### src/rtl/smb_host_engine.sv
`timescale 1ns/1ps
module smb_host_engine #(
  parameter int QTR = 4
) (
  input  logic       clk,
  input  logic       rst_n,
  input  logic [2:0] reg_addr,
  input  logic       reg_wr,
  input  logic [7:0] reg_wdata,
  output logic [7:0] reg_rdata,
  input  logic       scl_in,
  output logic       scl_oe,
  input  logic       sda_in,
  output logic       sda_oe,
  output logic       irq
);
  localparam int CW = $clog2(QTR) + 1;
  localparam logic [CW-1:0] TLAST = CW'(QTR - 1);
  localparam logic [2:0] A_STS = 3'd0, A_CTL = 3'd2, A_CMD = 3'd3, A_SAD = 3'd4, A_DAT = 3'd5;
  localparam logic [2:0] PROT_BDATA = 3'b010;

  typedef enum logic [2:0] {ST_S, ST_AW, ST_CMD, ST_SR, ST_AR, ST_RD, ST_P} stage_t;

  logic [7:0] cmd_q, sad_q, dat_q, sh, cmd_s;
  logic [6:0] adr_q;
  logic       ien_q;
  logic [2:0] prot_q;
  logic       busy, done, deverr, fail, inuse, nack_q;
  stage_t     stage, nxt_stage;
  logic [1:0] ph;
  logic [3:0] bitn;
  logic [CW-1:0] tcnt;
  logic       scl_lv, sda_lv;

  logic is_byte, is_rx, last_bit, pend, go_wr, go_ok, go_bad, stall, tick;
  assign is_byte  = (stage == ST_AW) || (stage == ST_CMD) || (stage == ST_AR) || (stage == ST_RD);
  assign is_rx    = (stage == ST_RD);
  assign last_bit = (bitn == 4'd8);
  assign pend     = done | deverr | fail;
  assign go_wr    = reg_wr && (reg_addr == A_CTL) && reg_wdata[6] && !busy && !pend;
  assign go_ok    = go_wr && (reg_wdata[4:2] == PROT_BDATA) && sad_q[0];
  assign go_bad   = go_wr && !go_ok;
  assign stall    = scl_lv && !scl_in;
  assign tick     = busy && (tcnt == TLAST) && !stall;

  always_comb begin
    case (stage)
      ST_S:    nxt_stage = ST_AW;
      ST_AW:   nxt_stage = nack_q ? ST_P : ST_CMD;
      ST_CMD:  nxt_stage = nack_q ? ST_P : ST_SR;
      ST_SR:   nxt_stage = ST_AR;
      ST_AR:   nxt_stage = nack_q ? ST_P : ST_RD;
      ST_RD:   nxt_stage = ST_P;
      default: nxt_stage = ST_S;
    endcase
  end

  always_comb begin
    scl_lv = 1'b1;
    sda_lv = 1'b1;
    if (busy) begin
      if (stage == ST_S || stage == ST_SR) begin
        case (ph)
          2'd0:    begin scl_lv = (stage == ST_S); sda_lv = 1'b1; end
          2'd1:    begin scl_lv = 1'b1; sda_lv = 1'b1; end
          2'd2:    begin scl_lv = 1'b1; sda_lv = 1'b0; end
          default: begin scl_lv = 1'b0; sda_lv = 1'b0; end
        endcase
      end else if (stage == ST_P) begin
        scl_lv = (ph != 2'd0);
        sda_lv = (ph >= 2'd2);
      end else begin
        scl_lv = (ph == 2'd1) || (ph == 2'd2);
        sda_lv = (last_bit || is_rx) ? 1'b1 : sh[7];
      end
    end
  end

  assign scl_oe = ~scl_lv;
  assign sda_oe = ~sda_lv;
  assign irq    = ien_q & pend;

  always_ff @(posedge clk) begin
    if (!rst_n) begin
      cmd_q <= '0; sad_q <= '0; dat_q <= '0; sh <= '0; cmd_s <= '0; adr_q <= '0;
      ien_q <= 1'b0; prot_q <= '0;
      busy <= 1'b0; done <= 1'b0; deverr <= 1'b0; fail <= 1'b0; inuse <= 1'b0; nack_q <= 1'b0;
      stage <= ST_S; ph <= '0; bitn <= '0; tcnt <= '0;
    end else begin
      if (reg_wr) begin
        case (reg_addr)
          A_STS: begin
            if (reg_wdata[1]) done   <= 1'b0;
            if (reg_wdata[2]) deverr <= 1'b0;
            if (reg_wdata[4]) fail   <= 1'b0;
            if (reg_wdata[6]) inuse  <= 1'b0;
          end
          A_CTL: begin ien_q <= reg_wdata[0]; prot_q <= reg_wdata[4:2]; end
          A_CMD: cmd_q <= reg_wdata;
          A_SAD: sad_q <= reg_wdata;
          A_DAT: dat_q <= reg_wdata;
          default: ;
        endcase
      end
      if (go_bad) fail <= 1'b1;
      if (go_ok) begin
        busy  <= 1'b1; inuse <= 1'b1;
        stage <= ST_S; ph <= '0; bitn <= '0; tcnt <= '0; nack_q <= 1'b0;
        adr_q <= sad_q[7:1]; cmd_s <= cmd_q; sh <= {sad_q[7:1], 1'b0};
      end
      if (busy) begin
        if (tcnt != TLAST) tcnt <= tcnt + 1'b1;
        else if (!stall) tcnt <= '0;
        if (tick) begin
          ph <= ph + 2'd1;
          if (is_byte && ph == 2'd2) begin
            if (is_rx && !last_bit) sh <= {sh[6:0], sda_in};
            if (!is_rx && last_bit && sda_in) nack_q <= 1'b1;
          end
          if (ph == 2'd3) begin
            if (is_byte && !last_bit) begin
              bitn <= bitn + 4'd1;
              if (!is_rx) sh <= {sh[6:0], 1'b0};
            end else begin
              bitn  <= '0;
              stage <= nxt_stage;
              if (stage == ST_AW) sh <= cmd_s;
              if (stage == ST_SR) sh <= {adr_q, 1'b1};
              if (stage == ST_P) begin
                busy <= 1'b0;
                if (nack_q) deverr <= 1'b1;
                else begin done <= 1'b1; dat_q <= sh; end
              end
            end
          end
        end
      end
    end
  end

  always_comb begin
    case (reg_addr)
      A_STS:   reg_rdata = {1'b0, inuse, 1'b0, fail, 1'b0, deverr, done, busy};
      A_CTL:   reg_rdata = {3'b000, prot_q, 1'b0, ien_q};
      A_CMD:   reg_rdata = cmd_q;
      A_SAD:   reg_rdata = sad_q;
      A_DAT:   reg_rdata = dat_q;
      default: reg_rdata = 8'h00;
    endcase
  end

  logic          scl_prev;
  logic [CW-1:0] scnt;
  always_ff @(posedge clk) begin
    if (!rst_n) begin
      scl_prev <= 1'b0;
      scnt     <= '0;
    end else begin
      scl_prev <= scl_oe;
      if (scl_oe != scl_prev) scnt <= '0;
      else if (scnt != CW'(QTR)) scnt <= scnt + 1'b1;
    end
  end


  start_busy_chk: assert property (@(posedge clk) disable iff (!rst_n)
    go_ok |=> busy && inuse);


  pend_block_chk: assert property (@(posedge clk) disable iff (!rst_n)
    (pend && !busy && reg_wr && reg_addr == A_CTL && reg_wdata[6]) |=> !busy);


  flag_excl_chk: assert property (@(posedge clk) disable iff (!rst_n)
    !(done && deverr));


  fail_quiet_chk: assert property (@(posedge clk) disable iff (!rst_n)
    $rose(fail) |-> !busy && !scl_oe && !sda_oe);


  restart_ign_chk: assert property (@(posedge clk) disable iff (!rst_n)
    (busy && !tick && reg_wr && reg_addr == A_CTL && reg_wdata[6]) |=> $stable(stage) && $stable(bitn) && busy);


  sda_hold_chk: assert property (@(posedge clk) disable iff (!rst_n)
    (!scl_oe && !$past(scl_oe) && (sda_oe != $past(sda_oe))) |-> (stage == ST_S || stage == ST_SR || stage == ST_P));


  scl_rate_chk: assert property (@(posedge clk) disable iff (!rst_n)
    (scl_oe != scl_prev) |-> (scnt >= TLAST));
endmodule

### config.mk
export PLATFORM = sky130hd
export DESIGN_NAME = smb_host_engine
export DESIGN_NICKNAME = d
export VERILOG_FILES = /design/src/rtl/smb_host_engine.sv
export SDC_FILE = /design/constraint.sdc
export NUM_CORES = 1
export LEC_CHECK = 0
export BUFFER_PORTS_ARGS = -buffer_cell sky130_fd_sc_hd__buf_2
export CAP_MARGIN = 20
export CELL_PAD_IN_SITES_DETAIL_PLACEMENT = 0
export CELL_PAD_IN_SITES_GLOBAL_PLACEMENT = 1
export CORE_MARGIN = 3
export CORE_UTILIZATION = 45
export CTS_CLUSTER_SIZE = 30
export DETAILED_ROUTE_END_ITERATION = 7
export HOLD_SLACK_MARGIN = 0.12
export PLACE_DENSITY = 0.78
export SLEW_MARGIN = 20
export SYNTH_ARGS = -nofsm -noshare
export SYNTH_HDL_FRONTEND = slang
export SYNTH_SLANG_ARGS = --single-unit
export TNS_END_PERCENT = 30
### constraint.sdc
create_clock -name clk -period 5.19 [get_ports clk]
set_input_delay 0.7785 -clock clk [delete_from_list [all_inputs] [get_ports clk]]
set_output_delay 0.7785 -clock clk [all_outputs]
set_load 0.01 [all_outputs]
==> impl_results.md, run 1 <==
- Arrival @ worst endpoint: roughly 2.2 ns
- Max FO, Critical Path: 12
- RSZ-0062 raised after global routing: false
- Beginning of the worst register-to-register path: stage[2]
- Antenna violations before repair: 0
- Pin slew with the least headroom to its limit: 1.106 ns
- Skew final: 0.01076 ns
- EDFF count, synth: 0
- Fraction of the yosys area taken by sequential cells: 0.3545
- Initial core utilization: 0.4695
- Count of max-cap constraint violations: 0
- Share of flip-flops with an asynchronous set or reset after synthesis: 0
- Normalized max-slew margin: 0.2624
- Yosys top cell by area: dfxtp_1
- Worst hold slack after final layout: between 0.4 and 0.5 ns
- CTS tree: yes
- Critical path, cell by cell: inv_1, ha_1, and3b_1, nor3_1, nor2_1, nor2_1, o311a_1, buf_2
- Largest cells by area after synthesis: dfxtp_1 35%, nand2_1 8.9%, a21oi_1 6.9%
- Crit share post-route: 0.5681
- Post CTS Setup Buffer Count: 0
- Diode count: 0
- Start point of the worst hold path: tcnt[2]
- Delay of the slowest critical-path stage: 0.46 ns
- Critical Path Sink Type: primary output
- Maximum frequency from static timing analysis: roughly 340 MHz
- Average cell area after synthesis: ~8 sq um
- Maximum vdd drop: approximately 130 uV
- Growth of design area from synthesis to finish: 6.615%
- Placement Rows: 33
- Number of global-route vias before repair: ~3500
- Number of gates given a new drive strength after cts: 0
- Worst-skew pair later-pin latency: 0.35 ns
- Post-route minimum period: 2.949 ns
- Hold/Removal Path Class: reg -> reg
- Vertical die dimension: 99.05 microns
- # fillers: ~860
- Hold Path Cell Cnt: 2
- List of most frequent post-synthesis cells: 92 x nand2_1, 69 x dfxtp_1, 54 x a21oi_1
- Instance count after placement with tap cells included: a little under 600
- Number of DRC violations after detailed-routing iteration 0: 200
- GRT Residual Overflow: 0
- Cell with the most instances on the worst path: nor2_1
- Non-filler cells, final: between 600 and 700
- Number of vias per cell: about 6
- Critical-path top delay cell: and3b_1
- Number of buffer and inverter stages on the critical path: 2
- Drt drc: 0
- Number of instances in the synthesized netlist: 494
- Power density of the placed cells: 236.3 nW/um^2
- Number of sinks handled by clock tree synthesis: approximately 70
- Area of the die: slightly below 10000 sq um
- Gpl congestion: 0.9149
- Startpoint type of the worst setup path: flop
- Maximum clock insertion buffer count: 2
- Number of primary I/O pins: 27
- Cell at the root of the clock tree: clkbuf_8
- Number of buffers created by CTS: 9
- H-tree depth reported by CTS: 3
- Core area: 8299 sq um
- Cell type group with the largest total delay on the critical path: simple AND/OR/NAND/NOR gates
- Post-synth net total: a little over 500
- Pin count of the biggest net entering global routing: between 60 and 70
- R2r endpoint: sh[1]
- Worst Reg2Reg Path Length in Cells: 6
- Kind of critical path: reg -> out
- Dominant register cell in the synthesized netlist: dfxtp_1
- Total detailed-routing wirelength: between 10 and 15 mm
- Count of hold buffers inserted by post-cts repair: 0
- Count of different cell masters after synthesis: between 50 and 60
- Count of port buffers added during placement: 26
- Seq cells post-synth: just under 70
- DR WL/cell: between 15 and 20 microns
- Mapped Area: between 3000 and 4000 sq um
- Vias: 3546
- Register-to-register setup slack: about 2.5 ns
- Share of layout cells above drive strength 1: 0.1277
- Endpoint of the worst hold-timing path: tcnt[2]
- Initial DRT Pass Iterations: 5
- Number of warnings printed during yosys synthesis: 0
- Result of the run: finished, final reports clean
- Leading cell type by number of instances after synthesis: nand2_1
- Clock slew at the register clock pins of the worst setup and hold paths: approximately 0.080 ns
- Final max-slew violation count: 0
- Setup Total Neg Slack: 0 ns
- Number of nets in the layout: 521
- First-pass GRT wire length: roughly 18 mm
- Leakage power figure: between 1.5 and 2 nW
- Required @ worst endpoint: approximately 4.4 ns
- Overall Global Routing Usage: 0.2268
- Area fraction of the dominant cell type after synthesis: 0.3545
- ANT nets after route: 0
- Final-report setup violation count: 0
- Number of hold violations in the final report: 0
- Post-DP HPWL: 7.454 mm
- Die X: around 99 microns
-- cells by family (layout without fill, tap and decap cells) --
family                     Yosys count  count (layout)  share of synthesized area
muxes                               29              29                    0.07964
DFF                                 69              69                     0.3545
adders and majority gates            8               8                    0.02569
buffers and inverters               46              53                    0.05716
AOI/OAI and AO/OA                  132             132                     0.2213
and+or+nand+nor                    210             210                     0.2617
-- worst min-delay path: stages, from the launching register on --
cell and delay (ns):
dfxtp_1 0.31, nand2_1 0.05, a211oi_1 0.03
-- cells in the final DEF (no fill, tap or decap), drive strengths merged, types with 8 or more instances in the layout --
| master | n |
|---|---|
| buf | 28 |
| a21oi | 54 |
| clkbuf | 11 |
| nand2b | 10 |
| nor3 | 15 |
| o21ai | 9 |
| inv | 10 |
| ha | 8 |
| mux2i | 28 |
| a211oi | 19 |
| nor2 | 50 |
| dfxtp | 69 |
| nand2 | 94 |
-- power by group --
group          internal [mW]  switching, mW
sequential             0.534        0.00455
combinational         0.0167         0.0337
clock                  0.182          0.211
-- layout make-up --
class,instances,area (sq um),share of cell area
repair buffers,28,145.1,0.03494
clock buffers,11,141.4,0.03404
clock inverters,4,25.02,0.006024
multi-input cells,379,2292,0.5518
flip-flops and latches,69,1381,0.3325
well taps,105,131.4,0.03163
inverters,10,37.54,0.009036
-- sequential cells by signal (all words and copies together) (netlist names) --
name / count
cmd_q: 8
prot_q: 3
stage: 3
deverr: 1
adr_q: 7
sh: 8
dat_q: 8
busy: 1
cmd_s: 8
ph: 2
inuse: 1
done: 1
nack_q: 1
bitn: 4
fail: 1
sad_q: 8
ien_q: 1
tcnt: 3
-- how the worst max path moves through the flow --
stage                           start      endpoint  cells after the start
after floorplan           reg_addr[0]  reg_rdata[5]                      3
after global placement    reg_addr[0]         sh[4]                      8
after detailed placement  reg_addr[0]         sh[1]                      8
after CTS                     bitn[0]        sda_oe                      8
after global routing          bitn[0]        sda_oe                      8
final                         bitn[0]        sda_oe                      8
-- stage by stage --
stage	utilization	instance area [sq um]	total power [mW]	setup WS [ns]
5_1_grt	0.5005	4154	1.017	2.099
3_3_place_gp	0.4805	3988	0.6005	2.271
4_1_cts	0.5005	4154	0.9899	2.224
6_report	0.5005	4154	0.9817	2.241
3_5_place_dp	0.4805	3988	0.6007	2.188
2_1_floorplan	-	3896	0.5815	2.796
-- routing by layer --
metal / track usage / vias to the layer above / wire, microns
li1: - / 1754 / -
met1: 0.3077 / 1674 / 5026
met2: 0.3523 / 105 / 5013
met3: 0.04883 / 13 / 640
met4: 0.08718 / 0 / 185
met5: 0 / - / 0
No activity file was read; power rests on OpenSTA's default activity.
==> inputs of run 2 (changes only) <==
--- a/config.mk
+++ b/config.mk
@@ -5,16 +5,17 @@
 export SDC_FILE = /design/constraint.sdc
 export NUM_CORES = 1
 export LEC_CHECK = 0
+export ABC_AREA = 1
 export BUFFER_PORTS_ARGS = -buffer_cell sky130_fd_sc_hd__buf_2
 export CAP_MARGIN = 20
 export CELL_PAD_IN_SITES_DETAIL_PLACEMENT = 0
 export CELL_PAD_IN_SITES_GLOBAL_PLACEMENT = 1
 export CORE_MARGIN = 3
-export CORE_UTILIZATION = 45
+export CORE_UTILIZATION = 43
 export CTS_CLUSTER_SIZE = 30
 export DETAILED_ROUTE_END_ITERATION = 7
 export HOLD_SLACK_MARGIN = 0.12
-export PLACE_DENSITY = 0.78
+export PLACE_DENSITY = 0.79
 export SLEW_MARGIN = 20
 export SYNTH_ARGS = -nofsm -noshare
 export SYNTH_HDL_FRONTEND = slang
==> constraint.sdc (replaced) <==
create_clock -name clk -period 2.9 [get_ports clk]
set_input_delay 0.435 -clock clk [delete_from_list [all_inputs] [get_ports clk]]
set_output_delay 0.435 -clock clk [all_outputs]
set_load 0.01 [all_outputs]
==> run 2 against run 1 <==
Worst setup slack got worse by 1.8 ns. Synthesized cell count increased by 38%. Sequential share of layout area down 4.0 points. Combinational power rose to 2.6 times the previous value. Highest routed layer unchanged. Area after synthesis is 11% higher. Critical endpoint unchanged.
==> impl_results.md, run 2 <==
- Number of warnings printed during yosys synthesis: 0 (unchanged)
- Leading cell types in the layout, fill and taps excluded: 229 x nand2_1, 81 x a21oi_1, 69 x dfxtp_1, 66 x inv_1, 52 x nand3_1
- Seq cells post-synth: 69 (unchanged)
- Initial core utilization: 0.4553 (-0.01417)
- Clock slew at the register clock pins of the worst setup and hold paths: 0.09 ns (about the same)
- Core area: 9503 sq um (+15%)
- Post CTS Setup Buffer Count: 0 (unchanged)
- Register-to-register setup slack: 0.56 ns (-1.95 ns)
- Termination of the worst setup path: sda_oe
- Total detailed-routing wirelength: 13.43 mm (+24%)
- Layer with the highest usage: met2
- Dominant register cell in the synthesized netlist: dfxtp_1
- Share of flip-flops with an asynchronous set or reset after synthesis: 0 (unchanged)
- Vertical die dimension: 106.3 microns (+7.3%)
- Number of buffers created by CTS: 9 (unchanged)
- Growth of design area from synthesis to finish: 8.965%
- Number of hold violations in the final report: 0 (unchanged)
- Die X: 106.3 microns (+7.3%)
- Number of gates given a new drive strength after cts: 0 (unchanged)
- Pin slew with the least headroom to its limit: 0.6717 ns (-0.4348 ns)
- Normalized max-slew margin: 0.5494 (+0.2871)
- Initial DRT Pass Iterations: 5 (unchanged)
- Beginning of the worst register-to-register path: stage[1]
- Gpl congestion: 0.9046 (-1.1%)
- Startpoint type of the worst setup path: flop
- Post-synth net total: 705 (+36%)
- Largest cells by area after synthesis: dfxtp_1 32%, nand2_1 20%, a21oi_1 9.4%
- Required @ worst endpoint: 2.47 ns (-1.94 ns)
- Pin count of the biggest net entering global routing: 35 (-43%)
- R2r endpoint: bitn[0]
- Worst Reg2Reg Path Length in Cells: 12 (+6)
- RSZ-0062 raised after global routing: false
- Final max-slew violation count: 0 (unchanged)
- List of most frequent post-synthesis cells: 229 x nand2_1, 81 x a21oi_1, 69 x dfxtp_1
- Count of hold buffers inserted by post-cts repair: 0 (unchanged)
- Result of the run: finished, final reports clean
- Number of DRC violations after detailed-routing iteration 0: 253 (+27%)
- Maximum frequency from static timing analysis: approximately 400 MHz
- Mapped Area: 4327 sq um (+11%)
- DR WL/cell: 16.14 microns (-10%)
- Worst setup path start: stage[1]
- H-tree depth reported by CTS: 3 (unchanged)
- Number of nets in the layout: 723 (+39%)
- Number of global-route vias before repair: 4228 (+23%)
- Met3 track utilization from global routing: 0.03886 (-0.009974)
- GRT met2 Usage: 0.3905 (+0.03823)
- Arrival @ worst endpoint: 2.07 ns (-0.10 ns)
- Hold/Removal Path Class: in -> reg
- Count of port buffers added during placement: 26 (unchanged)
- Antenna violations before repair: 0 (unchanged)
- Setup Total Neg Slack: 0 ns (unchanged)
- Post-route minimum period: around 2.5 ns
- Post-DP HPWL: 9.657 mm (+30%)
- Fraction of the yosys area taken by sequential cells: 0.3193 (-0.03527)
- Share of layout cells above drive strength 1: 0.1223 (-0.005412)
- First-pass GRT wire length: 21.62 mm (+22%)
- Number of sinks handled by clock tree synthesis: 69 (unchanged)
- Max FO, Critical Path: 12 (unchanged)
- Area fraction of the dominant cell type after synthesis: 0.3193 (-0.03527)
- Kind of critical path: reg -> out
- Leakage power figure: 2.143 nW (+40%)
- Number of primary I/O pins: 27 (unchanged)
- Maximum clock insertion buffer count: 2 (unchanged)
- Skew final: 0.01321 ns (+0.002451 ns)
- Overall Global Routing Usage: 0.2424 (+0.01557)
- Met1 GRT Util: 0.3278 (+0.02017)
- Drt drc: 0 (unchanged)
- Area of the die: 11300 sq um (+15%)
- Count of max-cap constraint violations: 0 (unchanged)
- Final-report setup violation count: 0 (unchanged)
- Worst-skew pair later-pin latency: 0.36 ns (about the same)
- EDFF count, synth: 0 (unchanged)
- Most common cell after layout, fill and taps aside: nand2_1
- Diode count: 0 (unchanged)
- Maximum vdd drop: 213.8 uV (+67%)
- CTS tree: yes
- Vias: 4497 (+27%)
- Number of instances in the synthesized netlist: 681 (+38%)
- Power density of the placed cells: 408.8 nW/um^2 (+73%)
- GRT Residual Overflow: 0 (unchanged)
- Placement Rows: 35 (+6.1%)
- Critical Path Sink Type: primary output
- Average cell area after synthesis: 6.353 sq um (-19%)
- Cell at the root of the clock tree: clkbuf_8
- Leading cell type by number of instances after synthesis: nand2_1
- Crit share post-route: 0.8647
- ANT nets after route: 0 (unchanged)
- Number of vias per cell: 5.405 (-7.6%)
- Count of different cell masters after synthesis: 43 (-23%)
- Final core occ: 0.4961 (-0.004412)
- Yosys top cell by area: dfxtp_1
[run 2: changes by cell type after synthesis, moves of 7 or more]
cell	previous run	this run
nand2b_1	10	0
inv_1	10	66
o21ai_0	8	32
inv_2	0	8
nor3_1	13	4
nand3_1	5	52
nor2_1	50	27
nand4_1	2	10
nand2_1	92	229
a21oi_1	54	81
a211oi_1	18	2
nand3_2	0	7
mux2i_1	23	0
[run 2: layout make-up]
type	count	area, sq um
inverters	77	291.5
clock buffers	11	151.4
repair buffers	37	212.7
multi-input cells	505	2469
flip-flops and latches	69	1381
clock inverters	4	47.55
well taps	129	161.4
fillers	1072	4788
[run 2: logic make-up after synthesis]
group,Yosys count,share of synthesized area
and+or+nand+nor,348,0.3563
AOI/OAI and AO/OA,147,0.1871
buffers and inverters,107,0.1102
DFF,69,0.3193
adders and majority gates,8,0.02314
xor gates and xnor gates,2,0.004049
[run 2: report_power, final]
group	internal, mW	switching [mW]	leakage [nW]
sequential	0.959	0.00888	0.557
combinational	0.0407	0.0912	1.48
clock	0.437	0.391	0.101
total	1.44	0.491	2.14
[run 2: worst min-delay path by stage]
stage	cells after the start	slack, ns	start	end
after floorplan	2	0.42	cmd_s[0]	cmd_s[0]
after global placement	2	0.43	cmd_s[0]	cmd_s[0]
after detailed placement	2	0.45	cmd_s[0]	cmd_s[0]
after CTS	3	0.36	reg_wdata[2]	sad_q[2]
after global routing	3	0.37	reg_wdata[2]	cmd_q[2]
final	3	0.36	reg_wdata[2]	sad_q[2]
[run 2: metrics by stage]
step,instance area (sq um),setup slack [ns],hold slack [ns],total power [mW],std cells
floorplan,4327,1.152,0.4236,1.072,681
global placement,4516,0.6349,0.4350,1.119,817
detailed placement,4516,0.5847,0.4456,1.121,817
CTS,4715,0.3810,0.3554,1.942,832
global route,4715,0.3200,0.3695,1.997,832
finish,4715,0.3924,0.3645,1.928,832
[run 2: critical path: stages, from the launching register on]
cell	delay (ns)
dfxtp_1	0.53
nand3_2	0.33
inv_1	0.15
buf_4	0.21
nor4_1	0.07
o311a_1	0.29
buf_2	0.14
[run 2: routing by layer]
layer | part of all wire | vias to the layer above
met5 | 0 | -
met3 | 0.048 | 21
met1 | 0.47 | 2080
li1 | - | 2260
met4 | 0.024 | 0
met2 | 0.45 | 136
